File: src/rtl/ftf_pkg.sv
package ftf_pkg;

   // Number of words the queue can hold for a given row length and slot option.
   function automatic int unsigned ftf_capacity(input int unsigned depth,
                                                input int unsigned use_defer);
      return depth + ((use_defer != 0) ? 1 : 0);
   endfunction

endpackage

File: src/rtl/ftf_cell.sv
module ftf_cell #(
   parameter int unsigned DATA_W = 8
) (
   input  logic              clk,
   input  logic              rst_n,
   input  logic              pred_full_i,
   input  logic              pred_move_i,
   input  logic [DATA_W-1:0] pred_data_i,
   input  logic              succ_accept_i,
   input  logic              succ_free_i,
   input  logic              arrive_i,
   input  logic [DATA_W-1:0] push_data_i,
   output logic              full_o,
   output logic [DATA_W-1:0] data_o,
   output logic              accept_o,
   output logic              move_o,
   output logic              free_o,
   output logic              pass_o
);

   logic              full_q;
   logic [DATA_W-1:0] data_q;
   logic              keep;
   logic              land;

   // The word leaves when the successor can take it (empty, pulling, or a dequeue).
   assign keep     = full_q & ~succ_accept_i;
   assign move_o   = full_q & succ_accept_i;
   assign accept_o = ~full_q | succ_accept_i;
   // Empty after this cycle: nothing stays here and nothing is pulled in.
   assign free_o   = ~keep & ~pred_move_i;
   // A falling word goes on while the next cell will be empty, otherwise it stops here.
   assign pass_o   = arrive_i & succ_free_i;
   assign land     = arrive_i & ~succ_free_i;

   always_ff @(posedge clk or negedge rst_n) begin
      if (!rst_n) begin
         full_q <= 1'b0;
         data_q <= '0;
      end else begin
         full_q <= keep | pred_move_i | land;
         if (land)
            data_q <= push_data_i;
         else if (pred_move_i)
            data_q <= pred_data_i;
      end
   end

   assign full_o = full_q;
   assign data_o = data_q;

   // Occupied cells form one run ending at the output: a full predecessor implies a full cell.
   assert_no_hole_R3: assert property (@(posedge clk) disable iff (!rst_n)
      pred_full_i |-> full_q);

   // A word that is not taken stays put with its value.
   assert_hold_word_R4: assert property (@(posedge clk) disable iff (!rst_n)
      (full_q && !succ_accept_i) |=> (full_q && $stable(data_q)));

   // A word is never dropped into a cell that is receiving its predecessor's word.
   assert_single_source_R3: assert property (@(posedge clk) disable iff (!rst_n)
      arrive_i |-> !pred_move_i);

endmodule

File: src/rtl/ftf_defer_slot.sv
module ftf_defer_slot #(
   parameter int unsigned DATA_W = 8
) (
   input  logic              clk,
   input  logic              rst_n,
   input  logic              in_valid_i,
   input  logic [DATA_W-1:0] in_data_i,
   input  logic              chain_free_i,
   output logic              in_ready_o,
   output logic              push_o,
   output logic [DATA_W-1:0] push_data_o
);

   logic              slot_full;
   logic [DATA_W-1:0] slot_q;

   // The held word is older, so it always goes to the row before a new one.
   assign push_o      = (slot_full | in_valid_i) & chain_free_i;
   assign push_data_o = slot_full ? slot_q : in_data_i;
   assign in_ready_o  = ~slot_full | chain_free_i;

   always_ff @(posedge clk or negedge rst_n) begin
      if (!rst_n) begin
         slot_full <= 1'b0;
         slot_q    <= '0;
      end else if (slot_full) begin
         if (chain_free_i) begin
            slot_full <= in_valid_i;
            slot_q    <= in_data_i;
         end
      end else if (in_valid_i && !chain_free_i) begin
         slot_full <= 1'b1;
         slot_q    <= in_data_i;
      end
   end

   // A held word waits unchanged while the row has no room.
   assert_slot_hold_R7: assert property (@(posedge clk) disable iff (!rst_n)
      (slot_full && !chain_free_i) |=> (slot_full && $stable(slot_q)));

   // An accepted word that cannot enter the row is parked.
   assert_slot_capture_R7: assert property (@(posedge clk) disable iff (!rst_n)
      (in_valid_i && in_ready_o && !chain_free_i) |=> slot_full);

endmodule

File: src/rtl/ftf_fifo.sv
module ftf_fifo
   import ftf_pkg::*;
#(
   parameter int unsigned DATA_W    = 8,
   parameter int unsigned DEPTH     = 4,
   parameter int unsigned USE_DEFER = 1
) (
   input  logic              clk,
   input  logic              rst_n,
   input  logic              in_valid,
   input  logic [DATA_W-1:0] in_data,
   output logic              in_ready,
   output logic              out_valid,
   output logic [DATA_W-1:0] out_data,
   input  logic              out_ready,
   output logic [DEPTH-1:0]  cell_full
);

   localparam int unsigned CAPACITY = ftf_capacity(DEPTH, USE_DEFER);
   localparam int unsigned LAST     = DEPTH - 1;

   if (DEPTH < 1) begin : g_bad_depth
      $error("ftf_fifo: DEPTH must be at least 1");
   end
   if (DATA_W < 1) begin : g_bad_width
      $error("ftf_fifo: DATA_W must be at least 1");
   end
   if (USE_DEFER > 1) begin : g_bad_defer
      $error("ftf_fifo: USE_DEFER must be 0 or 1");
   end
   if (CAPACITY < DEPTH) begin : g_bad_cap
      $error("ftf_fifo: capacity below row length");
   end

   // Boundary signals: index i is the input side of cell i, index DEPTH is past the output.
   logic [DEPTH-1:0]  full_w;
   logic [DEPTH-1:0]  move_w;
   logic [DEPTH:0]    accept_w;
   logic [DEPTH:0]    free_w;
   logic [DEPTH:0]    arrive_w;
   logic [DATA_W-1:0] data_w [DEPTH];
   logic [DATA_W-1:0] push_data;
   logic              push;

   assign accept_w[DEPTH] = out_ready;
   assign free_w[DEPTH]   = 1'b0;
   assign arrive_w[0]     = push;

   for (genvar i = 0; i < DEPTH; i++) begin : g_cell
      logic              pred_full;
      logic              pred_move;
      logic [DATA_W-1:0] pred_data;

      if (i == 0) begin : g_head
         assign pred_full = 1'b0;
         assign pred_move = 1'b0;
         assign pred_data = '0;
      end else begin : g_body
         assign pred_full = full_w[i-1];
         assign pred_move = move_w[i-1];
         assign pred_data = data_w[i-1];
      end

      ftf_cell #(.DATA_W(DATA_W)) cell_i (
         .clk          (clk),
         .rst_n        (rst_n),
         .pred_full_i  (pred_full),
         .pred_move_i  (pred_move),
         .pred_data_i  (pred_data),
         .succ_accept_i(accept_w[i+1]),
         .succ_free_i  (free_w[i+1]),
         .arrive_i     (arrive_w[i]),
         .push_data_i  (push_data),
         .full_o       (full_w[i]),
         .data_o       (data_w[i]),
         .accept_o     (accept_w[i]),
         .move_o       (move_w[i]),
         .free_o       (free_w[i]),
         .pass_o       (arrive_w[i+1])
      );
   end

   if (USE_DEFER != 0) begin : g_defer
      ftf_defer_slot #(.DATA_W(DATA_W)) slot_i (
         .clk         (clk),
         .rst_n       (rst_n),
         .in_valid_i  (in_valid),
         .in_data_i   (in_data),
         .chain_free_i(free_w[0]),
         .in_ready_o  (in_ready),
         .push_o      (push),
         .push_data_o (push_data)
      );
   end else begin : g_direct
      assign in_ready  = free_w[0];
      assign push      = in_valid & free_w[0];
      assign push_data = in_data;
   end

   assign out_valid = full_w[LAST];
   assign out_data  = data_w[LAST];
   assign cell_full = full_w;

   // A falling word always finds a cell to stop in.
   assert_no_spill_R3: assert property (@(posedge clk) disable iff (!rst_n)
      !arrive_w[DEPTH]);

   // Only a handshake at the output moves the output word.
   assert_deq_handshake_R4: assert property (@(posedge clk) disable iff (!rst_n)
      move_w[LAST] |-> (out_valid && out_ready));

   // A refused word leaves the row full.
   assert_refuse_full_R6: assert property (@(posedge clk) disable iff (!rst_n)
      (in_valid && !in_ready) |=> (&cell_full));

   // Row that takes nothing from the input side is entirely occupied.
   assert_head_blocked_R6: assert property (@(posedge clk) disable iff (!rst_n)
      !accept_w[0] |-> (&full_w));

   // Simultaneous enqueue and dequeue on a full row keeps it full.
   assert_swap_full_R8: assert property (@(posedge clk) disable iff (!rst_n)
      ((&cell_full) && out_ready && in_valid && in_ready) |=> (&cell_full));

   // Dequeue on an empty queue with no enqueue leaves it empty.
   assert_empty_deq_R9: assert property (@(posedge clk) disable iff (!rst_n)
      (!out_valid && out_ready && !in_valid) |=> !out_valid);

endmodule

File: config.mk
export PLATFORM = sky130hd
export DESIGN_NAME = ftf_fifo
export DESIGN_NICKNAME = d
export VERILOG_FILES = /design/src/rtl/ftf_pkg.sv /design/src/rtl/ftf_cell.sv /design/src/rtl/ftf_defer_slot.sv /design/src/rtl/ftf_fifo.sv
export SDC_FILE = /design/constraint.sdc
export NUM_CORES = 1
export LEC_CHECK = 0
export CAP_MARGIN = 20
export CORE_ASPECT_RATIO = 0.7
export CORE_MARGIN = 4
export CORE_UTILIZATION = 40
export CTS_CLUSTER_SIZE = 30
export DETAILED_ROUTE_END_ITERATION = 8
export PLACE_DENSITY = 0.61
export SYNTH_ARGS = -nofsm -noshare
export SYNTH_HDL_FRONTEND = slang
export SYNTH_SLANG_ARGS = --single-unit
File: constraint.sdc
create_clock -name clk -period 1.88 [get_ports clk]
set_input_delay 0.47 -clock clk [delete_from_list [all_inputs] [get_ports clk]]
set_output_delay 0.47 -clock clk [all_outputs]
set_load 0.01 [all_outputs]
==> run summary, run 1 <==
Status -> finished clean
Clock Latency Late Sink -> 300 ps
Clock sinks -> 45
CP Class -> reg2out
Synth Area in XOR/XNOR -> 0.00806
Final Cell Area -> 0.00285 mm2
DR pass1 iterations -> 4
Top cell type's share of synthesized area -> 0.518
Die X -> 96.1 um
Worst Tran Pin Value -> 494 ps
Pin count of the biggest net entering global routing -> 20
Antenna violations before repair -> 0
# diodes -> 0
Layout cells sized above 1 -> 0.238
Final Setup Violations -> 0
Final ANT Viol Nets -> 0
Syn_nets -> 205
# rows -> 22
Ports -> 26
F_max -> 563 MHz
Drc violations -> 0
Critical Path Start Type -> register
GPL Wtd Cong -> 0.740
Power density cells -> 1620 mW/mm2
Overall global routing resource usage -> 0.146
Setup bufs post-CTS -> 0
Placed instance area -> 0.00270 mm2
Post-Syn Area -> 0.00217 mm2
Rel. slew slack -> 0.670
CTS tree -> done
Top-count cell post-synth -> dfrtp_1
Core Region -> 0.00526 mm2
Data arrival time of the worst path -> 1310 ps
TNS Setup -> 0 ps
Post-synth EDFFs -> 0
Vias in the first global route -> 1499
YS warnings -> 0
Vias -> 1538
Minimum clock period -> 1780 ps
Final Max Slew Viols -> 0
Peak supply drop -> 603 uV
Synthesized-area fraction occupied by adder cells -> 0.0138
Final wirelength -> 4340 um
Crit-path max cell delay -> 530 ps
Unrepaired setup endpoints after global routing -> no
Nets -> 255
Critical Path RT -> 1410 ps
Max-cap violation count -> 0
Final Hold Viols -> 0
DIE AREA -> 0.00670 mm2
Ys async rst share -> 1.00
Synth area leaders -> dfrtp_1, mux2i_1, o221ai_1
Initial Utilization -> 0.413
Clk_skew -> 9.55 ps
Cell count after synthesis -> 193
Critical Path End Type -> output pin
Synth cell count leaders -> dfrtp_1, inv_1, nand2_1, mux2i_1, o221ai_1
Clock root buffer -> clkbuf_8
WHS -> 115 ps
Tcrit/Tclk final -> 0.945
Crit-path cells -> buf_4 > clkdlybuf4s50_1
Max FO, Critical Path -> 6
HP Class -> in2async
Mapped Avg Cell Area -> 11.3 um2
Number of port buffers -> 25
Die Y-Extent -> 69.7 um
CP bufs+invs -> 2
# H-tree levels -> 2
Mux share of post-synthesis cell area -> 0.115
Post-Synth Simple-Gate Area -> 0.0864
Seq/Total Area, Yosys -> 0.518
Fill cells -> 468
Post-synthesis compound-gate area fraction -> 0.187
Vias per inst -> 4.87
First-pass GRT wire length -> 7640 um
Flops & latches, synth -> 45
Leading area contributor after synthesis -> dfrtp_1
Top_reg_cell synth -> dfrtp_1
CTS Buf Count -> 5
Lkg Pwr -> 1.25 nW
CP top delay family -> buffers and inverters
Routed WL per cell -> 13.7 um
Slowest-stage cell, CP -> clkdlybuf4s50_1
Distinct cells, synth -> 31
Largest family of logic cells by synthesized area -> compound AO/OA/AOI/OAI gates
Total grt overflow -> 0
Hold Buf Count CTS -> 0
DR iter-0 viols -> 56
HPWL after DPL -> 3290 um
Clock slew at reported path FFs -> 90 ps
CTS Buffer Depth -> 2
Layout area overhead -> 31.3%
## timing repair
item | CTS | global route
gates resized for setup | 10 | 3
endpoints found under the setup margin | 10 | 3
endpoints found under the hold margin | 0 | 0
## cell type report
cell class              instances  area [um2]  share of cell area
well taps                      72        90.1              0.0316
clock buffers                   5        68.8              0.0241
clock inverters                 3        65.1              0.0228
repair buffers                 53         500               0.175
inverters                      26        97.6              0.0342
multi-input cells             112         903               0.317
flip-flops and latches         45        1130               0.395
## stage by stage
| stage | total power, W | worst slack [ps] | std cells | utilization |
|---|---|---|---|---|
| 5_1_grt | 0.00500 | 37.2 | 316 | 0.543 |
| 2_1_floorplan | 0.00303 | 262 | 193 | - |
| 6_report | 0.00461 | 104 | 316 | 0.543 |
| 4_1_cts | 0.00467 | 34.4 | 316 | 0.541 |
| 3_3_place_gp | 0.00374 | -429 | 308 | 0.513 |
| 3_5_place_dp | 0.00379 | -433 | 308 | 0.513 |
## path summary, 6_finish.rpt
path	start	endpoint	cells after the start	slack [ps]
max in group asynchronous	rst_n	g_defer.slot_i.slot_q[5]$_DFFE_PN0P_	2	1250
setup reg to reg	g_cell[2].cell_i.full_o$_DFF_PN0_	g_defer.slot_i.slot_q[1]$_DFFE_PN0P_	5	170
min in group clk	g_cell[0].cell_i.data_o[2]$_DFFE_PN0P_	g_cell[1].cell_i.data_o[2]$_DFFE_PN0P_	2	480
setup / recovery	g_cell[1].cell_i.full_o$_DFF_PN0_	cell_full[1]	2	100
hold reg to reg	g_cell[0].cell_i.data_o[2]$_DFFE_PN0P_	g_cell[1].cell_i.data_o[2]$_DFFE_PN0P_	2	480
hold / removal	rst_n	g_cell[3].cell_i.data_o[5]$_DFFE_PN0P_	1	120
## cell usage in the layout (no fill, tap or decap), drive strengths merged
cell and n:
nand3b 1, clkinv 1, mux2 8, clkdlybuf4s50 19, a2bb2oi 8, dlymetal6s2s 2, nand3 1, a21o 1
o22a 8, or3 1, dlygate4sd2 2, nand4b 1, clkbuf 5, mux2i 16, a21oi 2, o221ai 16
bufinv 2, o21ai 2, or2 3, and4b 1, nand2b 1, nor3 1, buf 30, nor2 4
xnor2 2, inv 26, nor2b 1, o21bai 1, dfrtp 45, maj3 3, nand2 21, and3 1
o21a 8
## sequential cells by signal, indices dropped and copies added (netlist names)
name	count
g_defer.slot_i.slot_q	8
g_defer.slot_i.slot_full	1
g_cell.cell_i.full_o	4
g_cell.cell_i.data_o	32
## report_power, final
| part | total [W] | internal [W] | switching [W] |
|---|---|---|---|
| Clock | 0.000850 | 0.000528 | 0.000322 |
| Combinational | 0.00204 | 0.00113 | 0.000910 |
| Sequential | 0.00172 | 0.00145 | 0.000275 |
## cell families (layout without fill, tap and decap cells)
logic type / Yosys count / in the layout
AO/OA/AOI/OAI: 46 / 46
buffers and inverters: 36 / 87
flip-flops: 45 / 45
multiplexers: 24 / 24
adder cells (fa/ha/maj): 3 / 3
AND/OR/NAND/NOR: 37 / 37
XOR/XNOR: 2 / 2
## layer usage
layer	share of wire	track usage	vias to the layer above
li1	-	-	782
met1	0.54	0.224	710
met2	0.39	0.197	40
met3	0.062	0.0434	6
met4	0.0078	0.0379	0
met5	0	0	-
Power figures use the tool's default switching activity.
==> run 2, diff against run 1 <==
--- a/config.mk
+++ b/config.mk
@@ -8,10 +8,10 @@
 export CAP_MARGIN = 20
 export CORE_ASPECT_RATIO = 0.7
 export CORE_MARGIN = 4
-export CORE_UTILIZATION = 40
+export CORE_UTILIZATION = 55
 export CTS_CLUSTER_SIZE = 30
 export DETAILED_ROUTE_END_ITERATION = 8
-export PLACE_DENSITY = 0.61
+export PLACE_DENSITY = 0.8
 export SYNTH_ARGS = -nofsm -noshare
 export SYNTH_HDL_FRONTEND = slang
 export SYNTH_SLANG_ARGS = --single-unit
==> constraint.sdc (replaced) <==
create_clock -name clk -period 2 [get_ports clk]
set_input_delay 0.5 -clock clk [delete_from_list [all_inputs] [get_ports clk]]
set_output_delay 0.5 -clock clk [all_outputs]
set_load 0.01 [all_outputs]
==> run 2 against run 1 <==
Critical path type is now in2out. Combinational power shrank 8%. Die area is 25% lower. Routed wire length fell by 4.3%. Critical path depth is 2 higher. Worst setup slack worse by 56 ps. Largest cell class unchanged. Global-route usage increased by 3.6 points.
==> run summary, run 2 (same netlist as run 1, synthesis figures left out) <==
Unrepaired setup endpoints after global routing -> no
CP Capture Point -> in_ready
Layout cells sized above 1 -> 0.172
Flop2flop setup slack -> 320 ps
Tcrit/Tclk final -> 0.976
Die Y-Extent -> 60.6 um
Clock power share -> 0.130
Crit path depth -> 4
Vias in the first global route -> 1554
Comb pwr share -> 0.466
Final Cell Area -> 0.00264 mm2
Vias -> 1580
Layout area overhead -> 21.4%
Crit path launch -> out_ready
HP Class -> in2async
Final Max Slew Viols -> 0
TNS Setup -> 0 ps
Vias per inst -> 5.60
Clock slew at reported path FFs -> 70 ps
Seq pwr share -> 0.404
DR iter-0 viols -> 109
Core Region -> 0.00367 mm2
# rows -> 18
Data arrival time of the worst path -> 1450 ps
F_max -> 512 MHz
CP top delay family -> buffers and inverters
Peak supply drop -> 688 uV
Setup bufs post-CTS -> 0
First-pass GRT wire length -> 7250 um
Max reg flops -> 32
CTS tree -> done
Net switching power -> 0.00138 W
Minimum clock period -> 1950 ps
Initial Utilization -> 0.592
Max FO, Critical Path -> 5
Status -> finished clean
Crit-path cells -> dlygate4sd2_1 > and4b_4 > nand3_1 > clkdlybuf4s15_1
Final ANT Viol Nets -> 0
Slowest-stage cell, CP -> and4b_4
Worst Tran Pin Value -> 545 ps
Pin count of the biggest net entering global routing -> 46
# H-tree levels -> 2
Final design utilization -> 0.718
Routed WL per cell -> 14.7 um
# diodes -> 0
CTS Buffer Depth -> 2
HPWL after DPL -> 3160 um
Worst r2r path cells -> 5
Drc violations -> 0
Total grt overflow -> 0
Final Hold Viols -> 0
Lkg Pwr -> 1.15 nW
Antenna violations before repair -> 0
Fill cells -> 270
Final Setup Violations -> 0
Placed instance area -> 0.00255 mm2
Critical Path Start Type -> primary input
Multi-input gate area -> 891 um2
R2r startpoint -> g_cell[2].cell_i.full_o$_DFF_PN0_
CP Class -> in2out
Internal power -> 0.00262 W
Reg area -> 0.00113 mm2
Nets -> 243
Clock sinks -> 45
Switching share of total power -> 0.345
Max-cap violation count -> 0
DR pass1 iterations -> 4
Die X -> 83.1 um
Final wirelength -> 4150 um
Crit-path max cell delay -> 340 ps
Critical Path End Type -> output pin
DIE AREA -> 0.00504 mm2
Overall global routing resource usage -> 0.182
Reg-to-reg endpoint -> g_defer.slot_i.slot_q[7]$_DFFE_PN0P_
Clk_skew -> 5.12 ps
Ports -> 26
GPL Wtd Cong -> 0.789
Number of port buffers -> 25
CTS Buf Count -> 5
Clock root buffer -> clkbuf_8
Critical Path RT -> 1500 ps
Power density cells -> 1520 mW/mm2
Most frequent cells in the layout -> dfrtp_1, inv_1, clkdlybuf4s50_1, nand2_1
Clock Latency Late Sink -> 290 ps
Most common cell after layout, fill and taps aside -> dfrtp_1
Rel. slew slack -> 0.637
CP bufs+invs -> 2
[run 2: cell count changes in the layout (fill, tap and decap cells not counted), sizes merged]
cell	change
clkdlybuf4s15	+1
dlygate4sd2	-1
buf	-13
dlymetal6s2s	-2
clkbuf	+3
bufinv	-2
clkdlybuf4s50	+3
clkinv	-1
[run 2: worst min path at each step]
stage	endpoint	start	depth (start not counted)	slack, ps
global placement	g_cell[1].cell_i.data_o[6]$_DFFE_PN0P_	g_cell[0].cell_i.data_o[6]$_DFFE_PN0P_	2	460
global route	g_defer.slot_i.slot_q[7]$_DFFE_PN0P_	rst_n	2	320
CTS	g_cell[1].cell_i.full_o$_DFF_PN0_	rst_n	2	300
floorplan	g_cell[0].cell_i.data_o[0]$_DFFE_PN0P_	rst_n	0	200
detailed placement	g_cell[1].cell_i.data_o[1]$_DFFE_PN0P_	g_cell[0].cell_i.data_o[1]$_DFFE_PN0P_	2	470
finish	g_defer.slot_i.slot_full$_DFF_PN0_	rst_n	2	270
[run 2: metrics by stage]
stage	hold WS [ps]	std cells	power, W	setup WS [ps]
after detailed placement	468	274	0.00350	-408
after global placement	465	274	0.00339	-373
after floorplan	204	193	0.00285	352
after global routing	325	282	0.00430	2.22
final	275	282	0.00400	47.9
after CTS	296	282	0.00403	36.0
[run 2: layout make-up]
type	count	share of cell area
Clock buffer	8	0.0304
Inverter	26	0.0370
Multi-Input combinational cell	112	0.338
Sequential cell	45	0.427
Tap cell	50	0.0237
Timing Repair Buffer	41	0.144
[run 2: power by group through the flow]
stage	registers (W)	clock network, W	logic (W)
2_1_floorplan	0.00163	0	0.00123
3_3_place_gp	0.00161	0	0.00178
3_5_place_dp	0.00163	0	0.00186
4_1_cts	0.00161	0.000533	0.00188
5_1_grt	0.00167	0.000574	0.00206
6_report	0.00162	0.000520	0.00187
[run 2: repair_timing]
item,CTS,global route
pin swaps,0,0
endpoints found under the setup margin,9,1
resized for setup,3,1
hold buffers,0,0
[run 2: routing by layer]
metal,share of wire,global-route usage,routed length [um]
met5,0,0,0
met4,0.0065,0.0443,27
met3,0.061,0.0461,255
met2,0.47,0.312,1930
met1,0.47,0.239,1940
